### src/rtl/xlat_pkg.sv
package xlat_pkg;

    localparam int ADDR_W    = 32;
    localparam int PAGE_BITS = 12;

    typedef enum logic [1:0] {
        TGT_IDLE = 2'd0,
        TGT_TCM  = 2'd1,
        TGT_EXT  = 2'd2
    } tgt_e;

    typedef enum logic [1:0] {
        WIN_ZERO = 2'd0,
        WIN_TCM  = 2'd1,
        WIN_EXT  = 2'd2,
        WIN_OVER = 2'd3
    } win_e;

    typedef struct packed {
        logic              valid;
        tgt_e              tgt;
        logic [ADDR_W-1:0] addr;
        logic              err;
    } xlat_res_s;

    localparam xlat_res_s RES_IDLE = '{valid: 1'b0, tgt: TGT_IDLE, addr: '0, err: 1'b0};

    function automatic logic [ADDR_W-1:0] page_of(input logic [ADDR_W-1:0] v);
        return {v[ADDR_W-1:PAGE_BITS], {PAGE_BITS{1'b0}}};
    endfunction

endpackage

### src/rtl/xlat_base_reg.sv
module xlat_base_reg
    import xlat_pkg::*;
#(
    parameter logic [ADDR_W-1:0] HIGH_OFFSET = 32'h4000_0000
) (
    input  logic              clk,
    input  logic              rst,
    input  logic              we,
    input  logic [ADDR_W-1:0] wdata,
    input  logic              high,
    output logic [ADDR_W-1:0] base
);

    logic [ADDR_W-1:0] base_q;
    logic [ADDR_W-1:0] base_d;
    logic              unused_low;

    assign unused_low = ^wdata[PAGE_BITS-1:0];

    generate
        if (HIGH_OFFSET == '0) begin : g_no_high
            logic unused_high;
            assign unused_high = high;
            assign base_d = page_of(wdata);
        end else begin : g_high
            assign base_d = page_of(wdata) + (high ? HIGH_OFFSET : '0);
        end
    endgenerate

    always_ff @(posedge clk) begin
        if (rst) begin
            base_q <= '0;
        end else if (we) begin
            base_q <= base_d;
        end
    end

    assign base = base_q;

    AST_BASE_PAGE_ALIGNED: assert property (@(posedge clk) disable iff (rst)
        base_q[PAGE_BITS-1:0] == '0);

    AST_BASE_HOLDS: assert property (@(posedge clk) disable iff (rst)
        !we |=> $stable(base_q));

endmodule

### src/rtl/xlat_classify.sv
module xlat_classify
    import xlat_pkg::*;
#(
    parameter int unsigned TCM_BYTES = 32768,
    parameter int unsigned EXT_BYTES = 4194304
) (
    input  logic [ADDR_W-1:0] addr,
    output win_e              win
);

    localparam logic [ADDR_W-1:0] TCM_END = ADDR_W'(TCM_BYTES);
    localparam logic [ADDR_W-1:0] LIMIT   = ADDR_W'(TCM_BYTES + EXT_BYTES);

    always_comb begin
        if (addr == '0) begin
            win = WIN_ZERO;
        end else if (addr > LIMIT) begin
            win = WIN_OVER;
        end else if (addr < TCM_END) begin
            win = WIN_TCM;
        end else begin
            win = WIN_EXT;
        end
    end

endmodule

### src/rtl/xlat_compose.sv
module xlat_compose
    import xlat_pkg::*;
#(
    parameter int unsigned       TCM_BYTES  = 32768,
    parameter logic [ADDR_W-1:0] TCM_OFFSET = 32'h0001_8000
) (
    input  logic              valid,
    input  win_e              win,
    input  logic [ADDR_W-1:0] addr,
    input  logic [ADDR_W-1:0] base,
    output xlat_res_s         res
);

    localparam logic [ADDR_W-1:0] TCM_END = ADDR_W'(TCM_BYTES);

    logic [ADDR_W-1:0] ext_off;

    assign ext_off = addr - TCM_END;

    always_comb begin
        res = RES_IDLE;
        if (valid) begin
            res.valid = 1'b1;
            unique case (win)
                WIN_TCM: begin
                    res.tgt  = TGT_TCM;
                    res.addr = addr + TCM_OFFSET;
                end
                WIN_EXT: begin
                    res.tgt  = TGT_EXT;
                    res.addr = base + ext_off;
                end
                default: begin
                    res.err = 1'b1;
                end
            endcase
        end
    end

endmodule

### src/rtl/cpdata_xlat.sv
module cpdata_xlat
    import xlat_pkg::*;
#(
    parameter int unsigned       TCM_BYTES   = 32768,
    parameter int unsigned       EXT_BYTES   = 4194304,
    parameter logic [31:0]       TCM_OFFSET  = 32'h0001_8000,
    parameter logic [31:0]       HIGH_OFFSET = 32'h4000_0000
) (
    input  logic        clk,
    input  logic        rst,
    input  logic        cfg_we,
    input  logic [31:0] cfg_base,
    input  logic        cfg_high,
    input  logic        in_valid,
    input  logic [31:0] in_addr,
    output logic        out_valid,
    output logic [1:0]  out_target,
    output logic [31:0] out_addr,
    output logic        out_err
);

    localparam logic [31:0] TCM_LO = TCM_OFFSET;
    localparam logic [31:0] TCM_HI = TCM_OFFSET + 32'(TCM_BYTES);

    logic [ADDR_W-1:0] base;
    win_e              win;
    xlat_res_s         res_d;
    xlat_res_s         res_q;

    xlat_base_reg #(
        .HIGH_OFFSET (HIGH_OFFSET)
    ) u_base (
        .clk   (clk),
        .rst   (rst),
        .we    (cfg_we),
        .wdata (cfg_base),
        .high  (cfg_high),
        .base  (base)
    );

    xlat_classify #(
        .TCM_BYTES (TCM_BYTES),
        .EXT_BYTES (EXT_BYTES)
    ) u_classify (
        .addr (in_addr),
        .win  (win)
    );

    xlat_compose #(
        .TCM_BYTES  (TCM_BYTES),
        .TCM_OFFSET (TCM_OFFSET)
    ) u_compose (
        .valid (in_valid),
        .win   (win),
        .addr  (in_addr),
        .base  (base),
        .res   (res_d)
    );

    always_ff @(posedge clk) begin
        if (rst) begin
            res_q <= RES_IDLE;
        end else begin
            res_q <= res_d;
        end
    end

    assign out_valid  = res_q.valid;
    assign out_target = res_q.tgt;
    assign out_addr   = res_q.addr;
    assign out_err    = res_q.err;

    AST_VALID_FOLLOWS: assert property (@(posedge clk) disable iff (rst)
        in_valid |=> out_valid);

    AST_NO_SPURIOUS_VALID: assert property (@(posedge clk) disable iff (rst)
        !in_valid |=> !out_valid);

    AST_ZERO_REJECTED: assert property (@(posedge clk) disable iff (rst)
        (in_valid && in_addr == '0) |=> out_err);

    AST_ERR_IDLE: assert property (@(posedge clk) disable iff (rst)
        out_err |-> (out_target == TGT_IDLE && out_addr == '0));

    AST_QUIET_WHEN_IDLE: assert property (@(posedge clk) disable iff (rst)
        !out_valid |-> (!out_err && out_target == TGT_IDLE && out_addr == '0));

    AST_TCM_WINDOW: assert property (@(posedge clk) disable iff (rst)
        (out_target == TGT_TCM) |-> (out_addr > TCM_LO && out_addr < TCM_HI));

endmodule

### config.mk
export PLATFORM = sky130hd
export DESIGN_NAME = cpdata_xlat
export DESIGN_NICKNAME = d
export VERILOG_FILES = /design/src/rtl/xlat_pkg.sv /design/src/rtl/xlat_base_reg.sv /design/src/rtl/xlat_classify.sv /design/src/rtl/xlat_compose.sv /design/src/rtl/cpdata_xlat.sv
export SDC_FILE = /design/constraint.sdc
export NUM_CORES = 1
export LEC_CHECK = 0
export BUFFER_PORTS_ARGS = -buffer_cell sky130_fd_sc_hd__buf_4
export CAP_MARGIN = 20
export CORE_ASPECT_RATIO = 0.9
export CORE_MARGIN = 5
export CORE_UTILIZATION = 52
export CTS_CLUSTER_SIZE = 25
export DETAILED_ROUTE_END_ITERATION = 16
export PLACE_DENSITY_LB_ADDON = 0.2
export SYNTH_ARGS = -nofsm -noshare
export SYNTH_HDL_FRONTEND = slang
export SYNTH_SLANG_ARGS = --single-unit
### constraint.sdc
create_clock -name clk -period 3.3 [get_ports clk]
set_input_delay 0.66 -clock clk [delete_from_list [all_inputs] [get_ports clk]]
set_output_delay 0.66 -clock clk [all_outputs]
set_load 0.01 [all_outputs]
Word level (Yosys, flattened, before mapping). Index checks and enable logic that the tools add are counted.

Output and inout port bits: 36. Flip-flop bits (word level): 68.

Magnitude comparators: 2. Add/subtract/negate cells: 4. Reduce and logical (&&, ||, !) cells: 3. Bitwise operators: 1. Eq/ne operators: 2. Muxes and demuxes: 7.

Operator list (count): $pmux W34 S2 (1); $add A32 B32 Y32 (2); $mux W36 (1); $add A32 B17 Y32 const B (1); $gt A32 B23 Y1 const B (1); $logic_not A32 Y1 (1); $lt A32 B16 Y1 const B (1); $sub A32 B16 Y32 const B (1); $mux W31 (1); $mux W2 (3); $reduce_or A2 Y1 (2); $eq A2 B1 Y1 const B (1); $eq A2 B2 Y1 const B (1); $mux W1 (1); $not A1 Y1 (1).

Longest topological paths before layout. Gate-level depths: netlist of run 1.

Word-level depth: 8. Mapped depth: 13. Gate-level depth less buffers: 11.

By module. From an unflattened synthesis of run 1, not the netlist that was laid out.

Cell total of the unflattened synthesis: 629. Area total of the unflattened synthesis: 5047.3 um^2.

By module, submodules not included: xlat_compose (cells each 458, instances 1, area an instance 3104.2 um^2, sequential area each 0.0 um^2); cpdata_xlat (cells each 75, instances 1, area an instance 994.7 um^2, sequential area each 720.7 um^2); xlat_base_reg (cells each 79, instances 1, area an instance 818.3 um^2, sequential area each 400.4 um^2); xlat_classify (cells each 17, instances 1, area an instance 130.1 um^2, sequential area each 0.0 um^2).

Worst setup path before layout of run 1. Ideal clock, no wire load.

Path kind: input to register. From: in in_addr[30]. To: reg res_q, in the netlist out_addr[31]. Arrival: 2678 ps. Path buffers: 1. Data required time: 3180 ps. Slack: 502 ps. Stages on the path: 11. Path through: nor4_1 nand4_1 nor4_1 inv_1 ha_1 nand2b_1 clkbuf_1 nor2_1 nand4_1 o211ai_1 a211o_1.

Word-level cells in the longest chain between the ends: 6. Elaborated cells between the ends (all ways): 12.

Ends and longest elaborated chain: start: declaration (line cpdata_xlat.sv:15) `input logic [31:0] in_addr,`; branches (longest 5 deep; another with $sub A32 B16 Y32); $pmux W34 S2 (*) (line xlat_compose.sv:24) `unique case (win)`; end signal: assignment (line cpdata_xlat.sv:64) `res_q <= res_d;`; end: declaration (line cpdata_xlat.sv:28) `xlat_res_s res_q;`.

Every way passes the cells marked *. A chain may end at the register's enable or synchronous reset.

Worst setup path after layout of run 1.
From: in in_addr[13]. To: reg res_q, in the netlist out_addr[31].

The elaborated chain is that of the path after synthesis.

==> results of run 1 <==
-- final cells by class --
type	count	area [sq um]	share of cell area
Tap cell	90	113	0.0252
Timing Repair Buffer	97	728	0.163
Inverter	76	285	0.0638
Sequential cell	56	1120	0.251
Clock buffer	5	68.8	0.0154
Clock inverter	3	25.0	0.00560
Multi-Input combinational cell	288	2130	0.476
-- kinds of logic after synthesis --
kind of cell | after synthesis
buf+inv | 90
fa+ha+maj | 45
mux | 19
compound gates | 76
xor+xnor | 30
simple gates | 118
flops | 56
-- sequential cells by signal, summed over array words and instances, names as in the netlist --
register,flops
out_addr,32
out_err,1
out_target,2
out_valid,1
u_base.base,20
-- critical path, cell delays in order --
cell and delay [ns]:
buf_4 0.13, ha_1 0.28, ha_1 0.21, inv_1 0.08, fa_1 0.40, nor2b_1 0.13
o21ai_1 0.11, a21oi_2 0.19, o211ai_2 0.15, o21ai_1 0.37, nor2_1 0.10, a211o_1 0.28
-- how the worst max path moves through the flow --
stage	cells past startpoint	to	from	slack, ns
2_1_floorplan	11	out_addr[31]$_SDFF_PP0_	in_addr[30]	0.50
3_3_place_gp	12	out_addr[31]$_SDFF_PP0_	in_addr[13]	0.20
3_5_place_dp	12	out_addr[31]$_SDFF_PP0_	in_addr[13]	0.1
4_1_cts	12	out_addr[31]$_SDFF_PP0_	in_addr[13]	0.45
5_1_grt	11	out_addr[31]$_SDFF_PP0_	in_addr[30]	0.19
6_report	12	out_addr[31]$_SDFF_PP0_	in_addr[13]	0.41
-- cell usage in the layout (no fill, tap or decap), types with 2 or more instances in the layout --
master,synthesis,routed
buf_4,0,97
inv_1,75,75
dfxtp_1,56,56
ha_1,44,44
nor2_1,41,41
xnor2_1,24,24
nand2_1,21,21
mux2i_1,19,19
a21oi_1,16,16
and2_1,15,15
nor3_1,9,9
nand4_1,9,9
o21ai_0,8,8
o22ai_1,8,8
xor2_1,6,6
nor4_1,6,6
a31oi_1,5,5
a22oi_1,5,5
clkbuf_8,0,5
o211ai_1,4,4
a21o_1,4,4
and3_1,4,4
o21a_1,3,3
a2bb2oi_1,3,3
nand3_1,3,3
a211oi_1,3,3
nor2b_1,3,3
o21ai_1,3,3
o32ai_1,2,2
o21bai_1,2,2
a211oi_2,2,2
inv_6,0,2
-- power by group through the flow --
stage | sequential (mW) | clock (mW) | combinational, mW
finish | 0.699 | 0.398 | 0.476
global route | 0.702 | 0.442 | 0.536
CTS | 0.700 | 0.417 | 0.476
detailed placement | 0.715 | 0 | 0.472
global placement | 0.715 | 0 | 0.465
floorplan | 0.714 | 0 | 0.338
-- metal layers --
metal  vias to the layer above  GRT usage
met5                         -          0
met1                      1470      0.247
met4                         0     0.0503
li1                       1630          -
met3                         9     0.0465
met2                        77      0.355
-- metrics by stage --
step | utilization | hold WS (ns) | cells
global route | 0.672 | 0.533 | 615
finish | 0.672 | 0.500 | 615
global placement | 0.658 | 0.474 | 607
floorplan | - | 0.460 | 434
CTS | 0.672 | 0.507 | 615
detailed placement | 0.658 | 0.482 | 607
==> impl_metrics.ini, run 1 <==
[synthesis]
number_of_flops_mapped_to_enable_cells_by_yosys = 0
synth.net_count = 548
yosys-mux-area-fraction = 0.0529
synth_simple_gate_area_share = 0.163
synth_area_leader_cell = dfxtp_1
synth_compound_area_frac = 0.145
yosys.cell_count.top_type = inv_1
ys_top_cells_by_count = inv_1 (75), dfxtp_1 (56), ha_1 (44)
average_instance_area_after_synthesis_sq_um = 8.28
synth_top_cells_by_area = dfxtp_1 (31%), ha_1 (15%), inv_1 (7.8%)
synth_async_sr_flop_share = 0
synth_area_sq_um = 3590
synth_xor_area_frac = 0.0731
synthesis.instances = 434
synth_top_family_by_area = simple AND/OR/NAND/NOR gates
yosysWarnings = 0
synth_cell_type_count = 49
synth-adder-area-share = 0.159
synth_sequential_area_ratio = 0.312
synth_seq_cells = 56
synth_flop_cell = dfxtp_1
yosys.area.top_type_share = 0.312

[sta]
timing.final.crit_period_ns = 2.89
tightestPinTransition_ns = 0.549
timing.final.setup_violations = 0
final_cycle_share = 0.875
layout_setup_ws_ns = 0.414
fin_skew_ns = 0.0153
slew_headroom = 0.632
report.final.hold_viol_count = 0
totalNegativeSetupSlack_ns = 0
achievable-frequency_mhz = 346
rsz0062_at_grt = no
slew_viol_final = 0

[floorplanning]
initial_utilization = 0.540
standard_cell_row_count = 28
io-pin-count = 105
die_extent_in_y_um = 88.9
design.core.area_sq_um = 6660
floorplan.die_area_sq_um = 8670
dieWidth_um = 97.6

[cts]
tritoncts.num_buffers = 5
cts.root.buffer_cell = clkbuf_8
source_to_sink_clock_delay_at_the_later_pin_of_the_worst_skew_pair_ns = 0.32
cts_repair_resize_count = 0
cts_htree_levels = 2
post_cts.repair.setup_buffers = 0
clock_path_buffers = 2
clkSinkCount = 56
tritoncts = built
clk_transition_reported_paths_ns = 0.11
hold_buffers = 0

[power_and_ir_drop]
powerDensity_nw_per_um2 = 352
power.internal_mw = 1.06
clkPwrFrac = 0.253
total_power_mw = 1.57
total_switching_power_uw = 510
swShare = 0.324
p_leak_nw = 2.15
power.share.combinational = 0.303
ir_drop_v = 0.000248
sequentialPowerShare = 0.444

[setup_path]
timing.rr.start = u_base.base[13]$_SDFFE_PP0P_
setup.worst_path.start_class = primary input
data_arrival_at_the_endpoint_of_the_critical_path_ns = 3.10
reg2reg_depth = 11
timing.critical_path.required_ns = 3.52
critical_path.endpoint_type = flip-flop
setup_slack_on_the_worst_flop_to_flop_path_ns = 0.56
worstSetupPathType = primary input to flip-flop
path_max_fanout = 4
reg2reg_to = out_addr[31]$_SDFF_PP0_

[final_layout]
n_antenna_cell = 0
filler_cell_count = 581
synthToLayoutAreaGrowth_pct = 24.5
fin_area_sq_um = 4470
final_net_count = 638
final_layout_size_suffix_gt1_frac = 0.223

[hold_path]
worstHoldPathCells = 2
hold_path_end = u_base.base[23]$_SDFFE_PP0P_
min_path_type = flip-flop to flip-flop
timing.hold.worst.start = u_base.base[23]$_SDFFE_PP0P_

[global_route]
gr-usage-all-layers = 0.200
global_route_wire_length_before_repair_um = 14300
via_count_of_the_first_global_routing_pass = 3112
grt_max_degree = 22
initial_antenna_violation_count = 0
grt_remaining_overflow = 0

[detailed_routing]
routed_via_density = 5.18
detailroute.wirelength.met3_um = 418
route.final.wire_length_um = 8630
detailroute.wirelength.met2_um = 4230
topRoutingLayerUsed = met4
wire_per_inst_um = 14.0
route.antenna.remaining_nets = 0
detail_route.drc_violations = 0
drt-pass1-iter-count = 4
detail_route.wirelength.met1_um = 3930
vias = 3186
dr.first_iter.drc_count = 124

[place]
pre_cts_slack_ns = 0.0960
port_buffers = 92
gp_congestion = 0.918
dp_hpwl_um = 6990
post_dp_cell_area_sq_um = 4380

[flow_run]
max-cap-violations = 0

[run_status]
run_status = completed
(Power assumes the default switching activity.)
==> inputs of run 2 (changes only) <==
--- a/config.mk
+++ b/config.mk
@@ -5,14 +5,14 @@
 export SDC_FILE = /design/constraint.sdc
 export NUM_CORES = 1
 export LEC_CHECK = 0
-export BUFFER_PORTS_ARGS = -buffer_cell sky130_fd_sc_hd__buf_4
 export CAP_MARGIN = 20
 export CORE_ASPECT_RATIO = 0.9
 export CORE_MARGIN = 5
-export CORE_UTILIZATION = 52
+export CORE_UTILIZATION = 55
 export CTS_CLUSTER_SIZE = 25
 export DETAILED_ROUTE_END_ITERATION = 16
-export PLACE_DENSITY_LB_ADDON = 0.2
+export DONT_BUFFER_PORTS = 1
+export PLACE_DENSITY = 0.75
 export SYNTH_ARGS = -nofsm -noshare
 export SYNTH_HDL_FRONTEND = slang
 export SYNTH_SLANG_ARGS = --single-unit
==> impl_metrics.ini, run 2 (synthesized netlist as in run 1, its figures left out) <==
[run_status]
run_status = completed

[cts]
tritoncts = built
tritoncts.num_buffers = 5
cts_repair_resize_count = 0
clock_path_buffers = 2
clk_transition_reported_paths_ns = 0.11
hold_buffers = 0
clkSinkCount = 56
source_to_sink_clock_delay_at_the_later_pin_of_the_worst_skew_pair_ns = 0.33
cts.root.buffer_cell = clkbuf_8
post_cts.repair.setup_buffers = 0
cts_htree_levels = 2

[place]
gp_congestion = 0.882
pre_cts_slack_ns = 0.330
number_of_instances_in_the_placed_design = 515
port_buffers = 0
dp_hpwl_um = 6300

[final_layout]
layout_commonest_cell = inv_1
filler_cell_count = 575
synthToLayoutAreaGrowth_pct = 5.22
final_cell_count_no_fill = 523
final_net_count = 546
flip_flop_count_of_the_largest_register_all_copies_and_words_added = 32
commonest_non_fill_non_tap_cells_in_the_layout = inv_1 (75), dfxtp_1 (56), ha_1 (44)
n_antenna_cell = 0
final_layout_size_suffix_gt1_frac = 0.0577

[setup_path]
setup.worst_path.start_class = primary input
worstSetupPathType = primary input to flip-flop
worst_setup_path_start = in_addr[0]
critical_path.endpoint_type = flip-flop
data_arrival_at_the_endpoint_of_the_critical_path_ns = 2.98
cp_cell_sequence = nor4_1 -> nand4_1 -> a221oi_1 -> ha_1 -> nor2b_1 -> nand2_1 -> o211ai_1 -> a211o_1
cp.depth = 8
timing.critical_path.required_ns = 3.57
critical_path.n_buffers_inverters = 0
path_max_fanout = 11
worst_path_dominant_cell_family = simple AND/OR/NAND/NOR gates
worst_path_max_delay_cell = a221oi_1
critPathMaxStageDelay_ns = 0.47
timing.rr.start = u_base.base[13]$_SDFFE_PP0P_
reg2reg_depth = 11

[power_and_ir_drop]
total_power_mw = 1.50
ir_drop_v = 0.000184
p_leak_nw = 1.68
powerDensity_nw_per_um2 = 397

[sta]
totalNegativeSetupSlack_ns = 0
fin_skew_ns = 0.0128
tightestPinTransition_ns = 0.547
timing.final.setup_violations = 0
slew_headroom = 0.634
rsz0062_at_grt = no
report.final.hold_viol_count = 0
slew_viol_final = 0
layout_setup_ws_ns = 0.589
timing.final.crit_period_ns = 2.71
final_cycle_share = 0.822
achievable-frequency_mhz = 369

[global_route]
via_count_of_the_first_global_routing_pass = 2808
global_route_wire_length_before_repair_um = 12700
gr-usage-all-layers = 0.196
initial_antenna_violation_count = 0
grt_remaining_overflow = 0
grt_max_degree = 22

[detailed_routing]
routed_via_density = 5.41
wire_per_inst_um = 15.1
route.final.wire_length_um = 7880
detail_route.drc_violations = 0
dr.first_iter.drc_count = 157
route.antenna.remaining_nets = 0
drt-pass1-iter-count = 4
vias = 2831

[floorplanning]
initial_utilization = 0.554
dieWidth_um = 95.2
floorplan.die_area_sq_um = 8250
design.core.area_sq_um = 6480
standard_cell_row_count = 28
die_extent_in_y_um = 86.7
io-pin-count = 105

[flow_run]
max-cap-violations = 0

[hold_path]
timing.hold.worst.start = rst
worstHoldPathCells = 1
min_path_type = primary input to flip-flop
## run 2: cell types whose count changed in the layout (fill, tap and decap cells not counted), sizes merged
| cell | previous run | this run |
|---|---|---|
| buf | 97 | 5 |
## run 2: per-stage QoR
| step | hold slack [ns] | area (sq um) | utilization |
|---|---|---|---|
| after global routing | 0.372 | 3780 | 0.583 |
| after CTS | 0.381 | 3780 | 0.583 |
| after global placement | 0.475 | 3690 | 0.569 |
| after detailed placement | 0.482 | 3690 | 0.569 |
| final | 0.388 | 3780 | 0.583 |
| after floorplan | 0.460 | 3590 | - |
## run 2: final timing paths
path,endpoint,slack [ns]
worst max-delay path,out_addr[31]$_SDFF_PP0_,0.59
worst min-delay path,u_base.base[14]$_SDFFE_PP0P_,0.39
worst max register to register,out_addr[31]$_SDFF_PP0_,0.59
worst min register to register,u_base.base[31]$_SDFFE_PP0P_,0.50
## run 2: power by group
group / internal (mW) / switching (mW) / total (mW)
Combinational: 0.175 / 0.225 / 0.400
Clock: 0.155 / 0.244 / 0.399
Sequential: 0.692 / 0.00846 / 0.700
Total: 1.02 / 0.477 / 1.50
## run 2: cell type report
| type | instances | area (sq um) | area share |
|---|---|---|---|
| clock buffers | 5 | 68.8 | 0.0182 |
| flip-flops and latches | 56 | 1120 | 0.297 |
| multi-input cells | 288 | 2130 | 0.563 |
| clock inverters | 3 | 25.0 | 0.00662 |
| inverters | 76 | 285 | 0.0755 |
| well taps | 90 | 113 | 0.0298 |
| repair buffers | 5 | 37.5 | 0.00993 |
## run 2: metal layers
metal | up-vias | routed length, um | track usage
met3 | 14 | 474 | 0.0425
li1 | 1449 | - | -
met1 | 1285 | 3440 | 0.241
met4 | 0 | 190 | 0.0786
met5 | - | 0 | 0
met2 | 83 | 3780 | 0.332
## run 2: worst reg2reg max path: stages, from the launching register on
cell	delay, ns
dfxtp_1	0.35
ha_1	0.29
ha_1	0.20
inv_1	0.07
fa_1	0.39
nor2b_1	0.13
o21ai_1	0.11
a21oi_2	0.21
o211ai_2	0.16
o21ai_1	0.33
nor2_1	0.09
a211o_1	0.27
==> inputs of run 3 (changes only) <==
==> constraint.sdc (replaced) <==
create_clock -name clk -period 2.72 [get_ports clk]
set_input_delay 0.544 -clock clk [delete_from_list [all_inputs] [get_ports clk]]
set_output_delay 0.544 -clock clk [all_outputs]
set_load 0.01 [all_outputs]
==> impl_metrics.ini, run 3 (synthesized netlist as in run 1, its figures left out) <==
[setup_path]
critPathMaxStageDelay_ns = 0.38
timing.rr.start = u_base.base[13]$_SDFFE_PP0P_
setup.worst_path.start_class = flip-flop
setup_slack_on_the_worst_flop_to_flop_path_ns = 0.18
critical_path.n_buffers_inverters = 1
worstSetupPathType = flip-flop to flip-flop
reg2reg_to = out_addr[29]$_SDFF_PP0_
worst_path_dominant_cell_family = compound AO/OA/AOI/OAI gates
setup.worst_path.end = out_addr[29]$_SDFF_PP0_
data_arrival_at_the_endpoint_of_the_critical_path_ns = 2.78
path_common_cell = ha_1
critical_path.endpoint_type = flip-flop
worst_path_max_delay_cell = fa_1
timing.critical_path.required_ns = 2.96
cp_cell_sequence = ha_1 -> ha_1 -> inv_1 -> fa_1 -> nor2b_1 -> o21ai_1 -> a21oi_2 -> o211ai_2 -> a21o_1 -> and3_1 -> o32ai_2
cp.depth = 11
worst_setup_path_start = u_base.base[13]$_SDFFE_PP0P_
path_max_fanout = 4
reg2reg_depth = 11

[cts]
tritoncts.num_buffers = 5
source_to_sink_clock_delay_at_the_later_pin_of_the_worst_skew_pair_ns = 0.33
cts.root.buffer_cell = clkbuf_8
clkSinkCount = 56
clk_transition_reported_paths_ns = 0.12
clock_path_buffers = 2
tritoncts = built
cts_htree_levels = 2

[sta]
final_cycle_share = 0.935
layout_setup_ws_ns = 0.178
timing.final.crit_period_ns = 2.54
fin_skew_ns = 0.0144
slew_headroom = 0.737
tightestPinTransition_ns = 0.391
report.final.hold_viol_count = 0
achievable-frequency_mhz = 393
totalNegativeSetupSlack_ns = 0
slew_viol_final = 0
timing.final.setup_violations = 0

[final_layout]
register_area_sq_um = 1120
layout_commonest_cell = inv_1
n_antenna_cell = 0
multi_input_comb_area_sq_um = 2150
filler_cell_count = 589
final_cell_count_no_fill = 538
final_net_count = 561
commonest_non_fill_non_tap_cells_in_the_layout = inv_1 (75), dfxtp_1 (56), ha_1 (44)
synthToLayoutAreaGrowth_pct = 8.92
flip_flop_count_of_the_largest_register_all_copies_and_words_added = 32
final_layout_size_suffix_gt1_frac = 0.0982

[hold_path]
min_path_type = primary input to flip-flop
timing.hold.worst.start = rst
worstHoldPathCells = 1

[floorplanning]
standard_cell_row_count = 28
dieWidth_um = 95.2
floorplan.die_area_sq_um = 8250
initial_utilization = 0.554
design.core.area_sq_um = 6480
die_extent_in_y_um = 86.7
io-pin-count = 105

[detailed_routing]
dr.first_iter.drc_count = 100
routed_via_density = 5.31
vias = 2859
route.final.wire_length_um = 7990
route.antenna.remaining_nets = 0
drt-pass1-iter-count = 4
wire_per_inst_um = 14.9
detail_route.drc_violations = 0

[power_and_ir_drop]
ir_drop_v = 0.000261
sequentialPowerShare = 0.461
total_power_mw = 1.84
swShare = 0.319
total_switching_power_uw = 589
clkPwrFrac = 0.266
power.share.combinational = 0.273
p_leak_nw = 1.76
power.internal_mw = 1.26
powerDensity_nw_per_um2 = 471

[global_route]
via_count_of_the_first_global_routing_pass = 2853
gr-usage-all-layers = 0.199
grt-busiest-layer = met2
grt_max_degree = 22
gr_layer_usage_met2 = 0.338
grt_remaining_overflow = 0
global_route_wire_length_before_repair_um = 13000
initial_antenna_violation_count = 0
grt.met3_usage = 0.0469
grt_use_met1 = 0.250

[place]
port_buffers = 0
gp_congestion = 0.909
dp_hpwl_um = 6450
pre_cts_slack_ns = -0.159
number_of_instances_in_the_placed_design = 529

[flow_run]
max-cap-violations = 0

[run_status]
run_status = completed
-- run 3: layer usage --
metal	vias to the layer above	part of all wire	wire length [um]
li1	1476	-	-
met1	1309	0.44	3490
met2	67	0.49	3910
met3	7	0.065	523
met4	0	0.0090	72
met5	-	0	0
-- run 3: stage by stage --
stage / util / area, sq um / hold WS [ns]
3_3_place_gp: 0.585 / 3790 / 0.475
2_1_floorplan: - / 3590 / 0.460
3_5_place_dp: 0.585 / 3790 / 0.482
5_1_grt: 0.604 / 3910 / 0.255
4_1_cts: 0.599 / 3880 / 0.269
6_report: 0.604 / 3910 / 0.269
-- run 3: final cells by class --
type / instances / area share
clock buffer: 5 / 0.0176
timing repair buffer: 20 / 0.0384
tap: 90 / 0.0288
inverter: 76 / 0.0729
clock inverter: 3 / 0.00640
sequential: 56 / 0.287
multi-input combinational: 288 / 0.549
-- run 3: worst reg2reg max path, cell delays in order, from the launching register on --
cell and delay [ns]:
dfxtp_1 0.33, ha_1 0.27, ha_1 0.17, inv_1 0.06, fa_1 0.38, nor2b_1 0.13, o21ai_1 0.10, a21oi_2 0.18
o211ai_2 0.17, a21o_1 0.24, and3_1 0.19, o32ai_2 0.24
-- run 3: power by group through the flow --
| stage | Sequential [mW] | Clock (mW) | Combinational (mW) |
|---|---|---|---|
| after floorplan | 0.866 | 0 | 0.411 |
| after global placement | 0.868 | 0 | 0.487 |
| after detailed placement | 0.869 | 0 | 0.492 |
| after global routing | 0.853 | 0.545 | 0.567 |
| after CTS | 0.850 | 0.502 | 0.497 |
| final | 0.850 | 0.491 | 0.504 |
-- run 3: worst min path at each step --
stage | endpoint | slack, ns
after floorplan | u_base.base[15]$_SDFFE_PP0P_ | 0.46
after global placement | u_base.base[26]$_SDFFE_PP0P_ | 0.47
after detailed placement | u_base.base[21]$_SDFFE_PP0P_ | 0.48
after CTS | u_base.base[18]$_SDFFE_PP0P_ | 0.27
after global routing | u_base.base[18]$_SDFFE_PP0P_ | 0.26
final | u_base.base[18]$_SDFFE_PP0P_ | 0.27
-- run 3: what timing repair did --
item	CTS	global route
resized for setup	0	4
buffers inserted	0	1
setup endpoints to repair	0	14
hold buffers	0	0
